### config.mk
export PLATFORM = sky130hd
export DESIGN_NAME = ptimer_top
export DESIGN_NICKNAME = d
export VERILOG_FILES = /design/src/rtl/ptimer_pkg.sv /design/src/rtl/ptimer_prescaler.sv /design/src/rtl/ptimer_core.sv /design/src/rtl/ptimer_regs.sv /design/src/rtl/ptimer_top.sv
export SDC_FILE = /design/constraint.sdc
export NUM_CORES = 1
export LEC_CHECK = 0
export ABC_AREA = 1
export CORE_MARGIN = 2
export CORE_UTILIZATION = 25
export DETAILED_ROUTE_END_ITERATION = 10
export SYNTH_ARGS = -nofsm -noshare
export SYNTH_HDL_FRONTEND = slang
export SYNTH_SLANG_ARGS = --single-unit
### constraint.sdc
create_clock -name clk -period 2 [get_ports clk]
set_input_delay 0.4 -clock clk [delete_from_list [all_inputs] [get_ports clk]]
set_output_delay 0.4 -clock clk [all_outputs]
set_load 0.02 [all_outputs]
### src/rtl/ptimer_pkg.sv
package ptimer_pkg;

    // Register byte offsets (software visible, fixed by the map)
    localparam logic [7:0] OFS_CTRL = 8'h00;
    localparam logic [7:0] OFS_CMD  = 8'h04;
    localparam logic [7:0] OFS_IEN  = 8'h0C;
    localparam logic [7:0] OFS_FLAG = 8'h10;
    localparam logic [7:0] OFS_FSET = 8'h14;
    localparam logic [7:0] OFS_FCLR = 8'h18;
    localparam logic [7:0] OFS_TOP  = 8'h1C;
    localparam logic [7:0] OFS_CNT  = 8'h24;

    // Field positions
    localparam int CTRL_DIV_LSB = 24;
    localparam int CTRL_OS_BIT  = 4;
    localparam int FLAG_OF_BIT  = 0;
    localparam int FLAG_UF_BIT  = 1;
    localparam int NUM_FLAGS    = 2;

    typedef enum logic {
        ST_IDLE = 1'b0,
        ST_RUN  = 1'b1
    } run_state_e;

    typedef struct packed {
        logic [3:0] div_sel;
        logic       one_shot;
        logic [1:0] mode;
    } ctrl_t;

endpackage

### src/rtl/ptimer_prescaler.sv
module ptimer_prescaler #(
    parameter int DIV_MAX = 10
) (
    input  logic       clk,
    input  logic       rst_n,
    input  logic       restart,
    input  logic       run,
    input  logic [3:0] div_sel,
    output logic       tick
);
    localparam int PW = (DIV_MAX < 1) ? 1 : DIV_MAX;

    logic [PW-1:0] pcnt;
    logic [PW-1:0] mask;
    int            eff;

    always_comb begin
        eff = (int'(div_sel) > DIV_MAX) ? DIV_MAX : int'(div_sel);
        for (int i = 0; i < PW; i++) begin
            mask[i] = (i < eff);
        end
    end

    assign tick = run && ((pcnt & mask) == mask);

    always_ff @(posedge clk or negedge rst_n) begin
        if (!rst_n) begin
            pcnt <= '0;
        end else if (restart) begin
            pcnt <= '0;
        end else if (run) begin
            pcnt <= pcnt + 1'b1;
        end
    end

endmodule

### src/rtl/ptimer_core.sv
module ptimer_core
    import ptimer_pkg::*;
#(
    parameter int CNT_W = 16
) (
    input  logic             clk,
    input  logic             rst_n,
    input  logic             start_cmd,
    input  logic             stop_cmd,
    input  logic             tick,
    input  logic             count_down,
    input  logic             one_shot,
    input  logic [CNT_W-1:0] top_val,
    input  logic             cnt_we,
    input  logic [CNT_W-1:0] cnt_wdata,
    output logic [CNT_W-1:0] cnt,
    output logic             running,
    output logic             uf_evt,
    output logic             of_evt
);
    run_state_e state, state_nxt;
    logic       step;

    assign step   = running && tick && !cnt_we;
    assign uf_evt = step && count_down && (cnt == '0);
    assign of_evt = step && !count_down && (cnt == top_val);

    // State register
    always_ff @(posedge clk or negedge rst_n) begin
        if (!rst_n) begin
            state <= ST_IDLE;
        end else begin
            state <= state_nxt;
        end
    end

    // Transitions: GO, HALT, EXPIRE
    always_comb begin
        state_nxt = state;
        unique case (state)
            ST_IDLE: begin
                if (start_cmd && !stop_cmd) begin
                    state_nxt = ST_RUN;
                end
            end
            ST_RUN: begin
                if (stop_cmd) begin
                    state_nxt = ST_IDLE;
                end else if (one_shot && uf_evt) begin
                    state_nxt = ST_IDLE;
                end
            end
        endcase
    end

    // Outputs of the state machine
    always_comb begin
        unique case (state)
            ST_IDLE: running = 1'b0;
            ST_RUN:  running = 1'b1;
        endcase
    end

    // Count register
    always_ff @(posedge clk or negedge rst_n) begin
        if (!rst_n) begin
            cnt <= '0;
        end else if (cnt_we) begin
            cnt <= cnt_wdata;
        end else if (step) begin
            if (count_down) begin
                cnt <= (cnt == '0) ? top_val : cnt - 1'b1;
            end else begin
                cnt <= (cnt == top_val) ? '0 : cnt + 1'b1;
            end
        end
    end

endmodule

### src/rtl/ptimer_regs.sv
module ptimer_regs
    import ptimer_pkg::*;
#(
    parameter int AW    = 8,
    parameter int DW    = 32,
    parameter int CNT_W = 16
) (
    input  logic             clk,
    input  logic             rst_n,
    input  logic [AW-1:0]    addr,
    input  logic             wr_en,
    input  logic [DW-1:0]    wdata,
    output logic [DW-1:0]    rdata,
    input  logic [CNT_W-1:0] cnt,
    input  logic             running,
    input  logic             uf_evt,
    input  logic             of_evt,
    output ctrl_t            ctrl,
    output logic [CNT_W-1:0] top_val,
    output logic [NUM_FLAGS-1:0] flags,
    output logic [NUM_FLAGS-1:0] ien,
    output logic             start_cmd,
    output logic             stop_cmd,
    output logic             cnt_we,
    output logic [CNT_W-1:0] cnt_wdata,
    output logic             irq
);
    logic [7:0]           ofs;
    logic [NUM_FLAGS-1:0] hw_set, sw_set, sw_clr;

    assign ofs = 8'(addr);

    assign start_cmd = wr_en && (ofs == OFS_CMD) && wdata[0];
    assign stop_cmd  = wr_en && (ofs == OFS_CMD) && wdata[1];
    assign cnt_we    = wr_en && (ofs == OFS_CNT);
    assign cnt_wdata = wdata[CNT_W-1:0];

    assign sw_set = (wr_en && ofs == OFS_FSET) ? wdata[NUM_FLAGS-1:0] : '0;
    assign sw_clr = (wr_en && ofs == OFS_FCLR) ? wdata[NUM_FLAGS-1:0] : '0;

    always_comb begin
        hw_set              = '0;
        hw_set[FLAG_UF_BIT] = uf_evt;
        hw_set[FLAG_OF_BIT] = of_evt;
    end

    // Configuration registers
    always_ff @(posedge clk or negedge rst_n) begin
        if (!rst_n) begin
            ctrl    <= '0;
            ien     <= '0;
            top_val <= '0;
        end else if (wr_en) begin
            case (ofs)
                OFS_CTRL: begin
                    ctrl.div_sel  <= wdata[CTRL_DIV_LSB +: 4];
                    ctrl.one_shot <= wdata[CTRL_OS_BIT];
                    ctrl.mode     <= wdata[1:0];
                end
                OFS_IEN: ien     <= wdata[NUM_FLAGS-1:0];
                OFS_TOP: top_val <= wdata[CNT_W-1:0];
                default: ;
            endcase
        end
    end

    // Flags: hardware events win over a same-cycle clear
    always_ff @(posedge clk or negedge rst_n) begin
        if (!rst_n) begin
            flags <= '0;
        end else begin
            flags <= ((flags | sw_set) & ~sw_clr) | hw_set;
        end
    end

    assign irq = |(flags & ien);

    // Read mux
    always_comb begin
        rdata = '0;
        case (ofs)
            OFS_CTRL: begin
                rdata[CTRL_DIV_LSB +: 4] = ctrl.div_sel;
                rdata[CTRL_OS_BIT]       = ctrl.one_shot;
                rdata[1:0]               = ctrl.mode;
            end
            OFS_CMD:  rdata[0]                 = running;
            OFS_IEN:  rdata[NUM_FLAGS-1:0]     = ien;
            OFS_FLAG: rdata[NUM_FLAGS-1:0]     = flags;
            OFS_TOP:  rdata[CNT_W-1:0]         = top_val;
            OFS_CNT:  rdata[CNT_W-1:0]         = cnt;
            default:  rdata = '0;
        endcase
    end

endmodule

### src/rtl/ptimer_top.sv
module ptimer_top
    import ptimer_pkg::*;
#(
    parameter int AW      = 8,
    parameter int DW      = 32,
    parameter int CNT_W   = 16,
    parameter int DIV_MAX = 10
) (
    input  logic          clk,
    input  logic          rst_n,
    input  logic [AW-1:0] addr,
    input  logic          wr_en,
    input  logic [DW-1:0] wdata,
    output logic [DW-1:0] rdata,
    output logic          irq
);
    ctrl_t                ctrl;
    logic [CNT_W-1:0]     top_val, cnt_val, cnt_wdata;
    logic [NUM_FLAGS-1:0] flags, ien;
    logic                 start_cmd, stop_cmd, cnt_we;
    logic                 running, uf_evt, of_evt, tick;
    logic                 count_down;

    assign count_down = (ctrl.mode == 2'd1);

    ptimer_regs #(.AW(AW), .DW(DW), .CNT_W(CNT_W)) u_regs (
        .clk(clk), .rst_n(rst_n), .addr(addr), .wr_en(wr_en),
        .wdata(wdata), .rdata(rdata), .cnt(cnt_val), .running(running),
        .uf_evt(uf_evt), .of_evt(of_evt), .ctrl(ctrl), .top_val(top_val),
        .flags(flags), .ien(ien), .start_cmd(start_cmd), .stop_cmd(stop_cmd),
        .cnt_we(cnt_we), .cnt_wdata(cnt_wdata), .irq(irq)
    );

    ptimer_prescaler #(.DIV_MAX(DIV_MAX)) u_presc (
        .clk(clk), .rst_n(rst_n), .restart(start_cmd), .run(running),
        .div_sel(ctrl.div_sel), .tick(tick)
    );

    ptimer_core #(.CNT_W(CNT_W)) u_core (
        .clk(clk), .rst_n(rst_n), .start_cmd(start_cmd), .stop_cmd(stop_cmd),
        .tick(tick), .count_down(count_down), .one_shot(ctrl.one_shot),
        .top_val(top_val), .cnt_we(cnt_we), .cnt_wdata(cnt_wdata),
        .cnt(cnt_val), .running(running), .uf_evt(uf_evt), .of_evt(of_evt)
    );

endmodule

==> results by group, run 1 <==
Detailed routing
  – Post-route ant nets: 0
  – Via count: 4853
  – Initial DRC Count: 310
  – DR WL/cell: 13.90 um
  – First-pass DRT Iterations: 5
  – Vias/cell: 4.600
  – DRC: 0
  – Final wirelength: 14660 um

Worst setup path
  – Crit path DAT: 1660 ps
  – Worst path max stage delay: 270 ps
  – Most frequent CP cell: buf_6
  – CP Buf/Inv Count: 4
  – Critical-path top delay cell: or2_4
  – Worst Path Class, Setup: primary input to primary output
  – Worst-path cell chain: buf_6 > or2_4 > nor3_4 > nand2_4 > buf_12 > buf_6 > o22ai_4 > buf_6
  – CP delay by family, top: simple AND/OR/NAND/NOR gates
  – Worst Path Required: 1600 ps
  – Worst setup SP type: primary input
  – CP Max Fanout: 8
  – Critical Path Sink Type: primary output

Cells and area
  – Leading cell type in the layout, fill and taps excluded: nand2_1
  – Commonest non-fill, non-tap cells in the layout: nand2_1, nor2_1, inv_1, nand3_1
  – FILL cells: 1898
  – Layout cell share with drive strength beyond 1: 0.1985
  – Number of diodes: 0
  – Area growth, synth to finish: 35.13%
  – Final std cells w/o fill: 1055
  – Final net count: 872
  – Utilization after layout: 0.3426

CTS
  – Clk slew on worst S/H paths: 70 ps
  – TritonCTS clock tree: yes
  – Clk sinks: 54
  – Max clock buf depth: 2
  – Total CTS buffers: 5
  – Clock Latency Late Sink: 310 ps
  – Clock H-tree levels: 2
  – Clock Tree Root: clkbuf_16

STA
  – Setup Skew: 7.031 ps
  – Unrepaired setup endpoints after global routing: true
  – Final WS setup: -62.26 ps
  – Final setup viols: 9
  – Fmax: 0.4849 GHz
  – Minimum clock period: 2062 ps
  – Final period utilization: 1.031
  – Final Hold Fails: 0
  – Max-slew violations: 0

Placement
  – PortBufs: 51
  – Hpwl dp: 10500 um
  – DP Cell Count: 1033
  – Pre-CTS setup slack: -882.0 ps
  – GPL Wtd Cong: 0.9240

Yosys
  – Sequential share of the synthesized area: 0.2988
  – Mapped Cells: 736
  – Ys flop type: dfrtp_1
  – Synth cell types: 35
  – #FFs+latches synth: 54
  – Synth Warn #: 0
  – Post-synth EDFFs: 0
  – Mapped Area: 0.004523 mm2
  – Async S/R FF share, synth: 1.000
  – Avg Cell Area, Syn: 6.145 um2

Run status
  – Failing checks: setup timing
  – Run status: complete, but fails checks

Global route
  – Gr usage total: 0.1479
  – Grt ovf: 0
  – Vias in the first global route: 4539
  – Largest net degree at the start of global routing: 55
  – First-pass GRT wire length: 23260 um
  – Initial antenna violation count: 0

Min path
  – Hold Crit Class: primary input to async pin

Die
  – Core Region: 0.01784 mm2
  – Num ports: 76
  – Site Rows: 49
  – Die area: 0.01918 mm2
  – Initial Utilization: 0.2535
  – Die height: 138.5 um
  – Die width: 138.5 um

Pwr
  – PD cells: 590.2 mW/mm2
  – P_leak: 3.103 nW
  – Peak supply drop: 0.3340 mV

Run
  – Max cap viols: 0
[cell families (layout without fill, tap and decap cells)]
| family | Yosys count | after routing | synth area share |
|---|---|---|---|
| fa+ha+maj | 4 | 4 | 0.01107 |
| buf+inv | 125 | 204 | 0.1325 |
| flops | 54 | 54 | 0.2988 |
| compound gates | 65 | 65 | 0.07718 |
| other cells | 1 | 12 | 0.0008291 |
| simple gates | 472 | 472 | 0.4506 |
| xor+xnor | 15 | 15 | 0.02905 |
[sequential cells by signal, summed over array words and instances (netlist names)]
register,count
u_core.cnt,16
u_regs.top_val,16
u_presc.pcnt,10
u_regs.ctrl,7
u_regs.flags,2
u_regs.ien,2
u_core.state,1
[repair_timing]
item / in CTS / in global routing
endpoints found under the setup margin: 20 / 36
hold buffers: 0 / 0
gates cloned: 1 / 2
setup buffers: 6 / 6
gates resized for setup: 151 / 76
pin swaps: 11 / 17
[area by class of cell]
| class | count | area [um2] | share of cell area |
|---|---|---|---|
| Timing Repair Buffer | 109 | 1072 | 0.1754 |
| Clock inverter | 3 | 26.28 | 0.004299 |
| Multi-Input combinational cell | 568 | 2889 | 0.4727 |
| Timing Repair inverter | 1 | 5.005 | 0.0008188 |
| Inverter | 86 | 350.3 | 0.05732 |
| Tap cell | 229 | 286.5 | 0.04688 |
| Sequential cell | 54 | 1358 | 0.2221 |
| Clock buffer | 5 | 125.1 | 0.02047 |
[per-stage QoR]
stage | TNS (ps) | cell area [um2] | hold WS, ps | power [mW]
floorplan | -324.2 | 4564 | 104.4 | 2.247
global placement | -18330 | 5469 | 425.0 | 2.589
detailed placement | -19160 | 5469 | 424.9 | 2.597
CTS | -352.2 | 5783 | 100.9 | 3.555
global route | -1121 | 6112 | 122.4 | 3.867
finish | -289.1 | 6112 | 65.57 | 3.607
[path summary, 6_finish.rpt]
kind | from | end | slack (ps) | cells past startpoint
max | addr[1] | rdata[8] | -60 | 8
min | rst_n | u_regs.top_val[13]$_DFFE_PN0P_ | 70 | 2
max reg2reg | u_core.cnt[1]$_DFFE_PN0P_ | u_core.cnt[1]$_DFFE_PN0P_ | 110 | 10
min reg2reg | u_regs.ien[0]$_DFFE_PN0P_ | u_regs.ien[0]$_DFFE_PN0P_ | 500 | 2
max in group asynchronous | rst_n | u_core.cnt[11]$_DFFE_PN0P_ | 1630 | 2
min in group clk | u_regs.ien[0]$_DFFE_PN0P_ | u_regs.ien[0]$_DFFE_PN0P_ | 500 | 2
[routing by layer]
layer / up-vias / routed length (um) / track usage
met4: 0 / 334 / 0.04995
li1: 2478 / - / -
met3: 21 / 581 / 0.01593
met2: 110 / 7326 / 0.2572
met5: - / 0 / 0
met1: 2244 / 6419 / 0.1915
[synth_stat cells, types with 3 or more instances]
library cell | count | area (um2)
a21oi_1 | 23 | 115.1
buf_2 | 10 | 50.05
buf_4 | 19 | 142.6
buf_6 | 6 | 67.56
clkbuf_1 | 4 | 15.01
dfrtp_1 | 54 | 1351
ha_1 | 4 | 50.05
inv_1 | 79 | 296.5
inv_2 | 4 | 15.01
nand2_1 | 255 | 957.2
nand2_2 | 3 | 18.77
nand3_1 | 70 | 350.3
nand3b_1 | 8 | 60.06
nand4_1 | 11 | 68.82
nor2_1 | 97 | 364.1
nor2_2 | 8 | 50.05
nor3_1 | 8 | 40.04
o21ai_0 | 20 | 100.1
o21ai_1 | 6 | 30.03
o22ai_1 | 14 | 87.58
xor2_1 | 15 | 131.4
[where the power goes]
part	switching, mW	leakage (nW)	internal [mW]
Combinational	0.807	2.41	0.496
Clock	0.460	0.0748	0.478
Sequential	0.135	0.623	1.23
Power figures use the tool's default switching activity.
==> run 2: changes to the inputs <==
REMOVE_ABC_BUFFERS = 1   (was not set)
==> results by group, run 2 (same netlist as run 1, synthesis figures left out) <==
Global route
  – First-pass GRT wire length: 23260 um
  – Initial antenna violation count: 0
  – Gr usage total: 0.1513
  – Largest net degree at the start of global routing: 33
  – Grt ovf: 0
  – Vias in the first global route: 4436

CTS
  – TritonCTS clock tree: yes
  – Clock H-tree levels: 2
  – Clock Tree Root: clkbuf_16
  – Clock Latency Late Sink: 310 ps
  – Clk sinks: 54
  – Clk slew on worst S/H paths: 80 ps
  – Total CTS buffers: 5
  – Max clock buf depth: 2
  – Hold_buf cts: 0

Detailed routing
  – Post-route ant nets: 0
  – Final wirelength: 14220 um
  – DRC: 0
  – First-pass DRT Iterations: 5
  – DR WL/cell: 13.59 um
  – Initial DRC Count: 289
  – Vias/cell: 4.537
  – Via count: 4746

Cells and area
  – Number of diodes: 0
  – Area growth, synth to finish: 28.05%
  – Final net count: 863
  – Commonest non-fill, non-tap cells in the layout: nand2_1, nor2_1, inv_1, nand3_1, buf_4
  – Leading cell type in the layout, fill and taps excluded: nand2_1
  – FILL cells: 1961
  – Regs by FF count: u_core.cnt: 16 flops, u_regs.top_val: 16 flops, u_presc.pcnt: 10 flops
  – Finished Cell Area: 0.005792 mm2
  – Layout cell share with drive strength beyond 1: 0.1726

Placement
  – DP Area: 0.005464 mm2
  – GPL Wtd Cong: 0.9751
  – Pre-CTS setup slack: -845.3 ps
  – Hpwl dp: 10910 um
  – PortBufs: 51

STA
  – Final WS setup: 37.11 ps
  – Slew Limit Headroom: 0.6502
  – Final period utilization: 0.9814
  – Fmax: 0.5095 GHz
  – Worst-Margin Slew: 524.7 ps
  – Final Hold Fails: 0
  – Final setup viols: 0
  – Max-slew violations: 0
  – Setup Skew: 9.160 ps
  – Minimum clock period: 1963 ps
  – WHS: 61.63 ps
  – Unrepaired setup endpoints after global routing: true

Worst setup path
  – Worst-path cell chain: buf_6 > or2_4 > nor2_4 > nand2_4 > nor2_4 > nand2_1 > o21ai_1 > a21oi_1 > nand3_1 > buf_6
  – Critical-path top delay cell: or2_4
  – Worst path max stage delay: 280 ps
  – Critical Path Sink Type: primary output
  – Crit path DAT: 1560 ps
  – Worst Path Class, Setup: primary input to primary output
  – CP Buf/Inv Count: 2
  – Worst setup SP type: primary input
  – Worst reg2reg endpoint: u_core.cnt[1]$_DFFE_PN0P_
  – Reg2reg path depth: 10
  – Critical R2R Launch: u_core.cnt[1]$_DFFE_PN0P_
  – CP Max Fanout: 5
  – CP delay by family, top: simple AND/OR/NAND/NOR gates
  – Worst Path Required: 1600 ps
  – R2r setup slk: 140 ps

Run
  – Max cap viols: 0

Die
  – Die width: 138.5 um
  – Num ports: 76
  – Site Rows: 49
  – Initial Utilization: 0.2535
  – Die area: 0.01918 mm2
  – Core Region: 0.01784 mm2
  – Die height: 138.5 um

Pwr
  – P_leak: 3.008 nW
  – PD cells: 633.0 mW/mm2
  – Peak supply drop: 0.3391 mV

Run status
  – Run status: finished, final reports clean

Min path
  – Hold Crit Class: primary input to async pin
run 2: changes by cell type in the layout (fill, tap and decap cells not counted), moves of 4 or more:
cell     previous run  this run
buf_2               1         6
buf_4              49        53
o22ai_2             4        11
nor2_1             88        93
nor2_4              8         4
buf_6              23        11
o22ai_4             8         2
run 2: what timing repair did:
action	4_1_cts	5_1_grt
setup endpoints to repair	20	34
pin swaps	7	12
gates resized for setup	136	35
setup buffers	2	2
run 2: worst max path at each step:
stage,start,endpoint,slack [ps],cells after the start
after floorplan,addr[1],rdata[4],-60,4
after global placement,addr[1],rdata[4],-790,7
after detailed placement,addr[1],rdata[7],-850,7
after CTS,addr[0],rdata[4],-30,7
after global routing,addr[1],rdata[1],-30,10
final,addr[1],rdata[1],40,10
run 2: final cells by class:
cell class,instances,area (um2),share of cell area
repair buffers,101,868.3,0.1499
inverters,86,326.6,0.05638
well taps,229,286.5,0.04947
flip-flops and latches,54,1354,0.2337
clock inverters,3,47.55,0.008209
multi-input cells,568,2784,0.4807
clock buffers,5,125.1,0.02160
run 2: where the power goes:
part / internal [mW] / leakage (nW) / switching, mW
combinational: 0.484 / 2.29 / 0.766
sequential: 1.23 / 0.628 / 0.133
clock: 0.601 / 0.0848 / 0.449
run 2: through the flow:
step                      total power [mW]  setup TNS, ps    util  std cells
final                                3.666              0  0.3246       1046
after global routing                 3.958         -79.74  0.3246       1046
after CTS                            3.700         -56.39  0.3186       1044
after detailed placement             2.612         -18810  0.3063       1034
after global placement               2.595         -16730  0.3063       1034
after floorplan                      2.183         -401.1       -        708
run 2: metal layers:
layer	up-vias	wire length, um	track usage
met5	-	0	0
met2	89	7109	0.2647
met1	2193	6368	0.1955
met3	13	570	0.02355
met4	0	165	0.03759
li1	2451	-	-
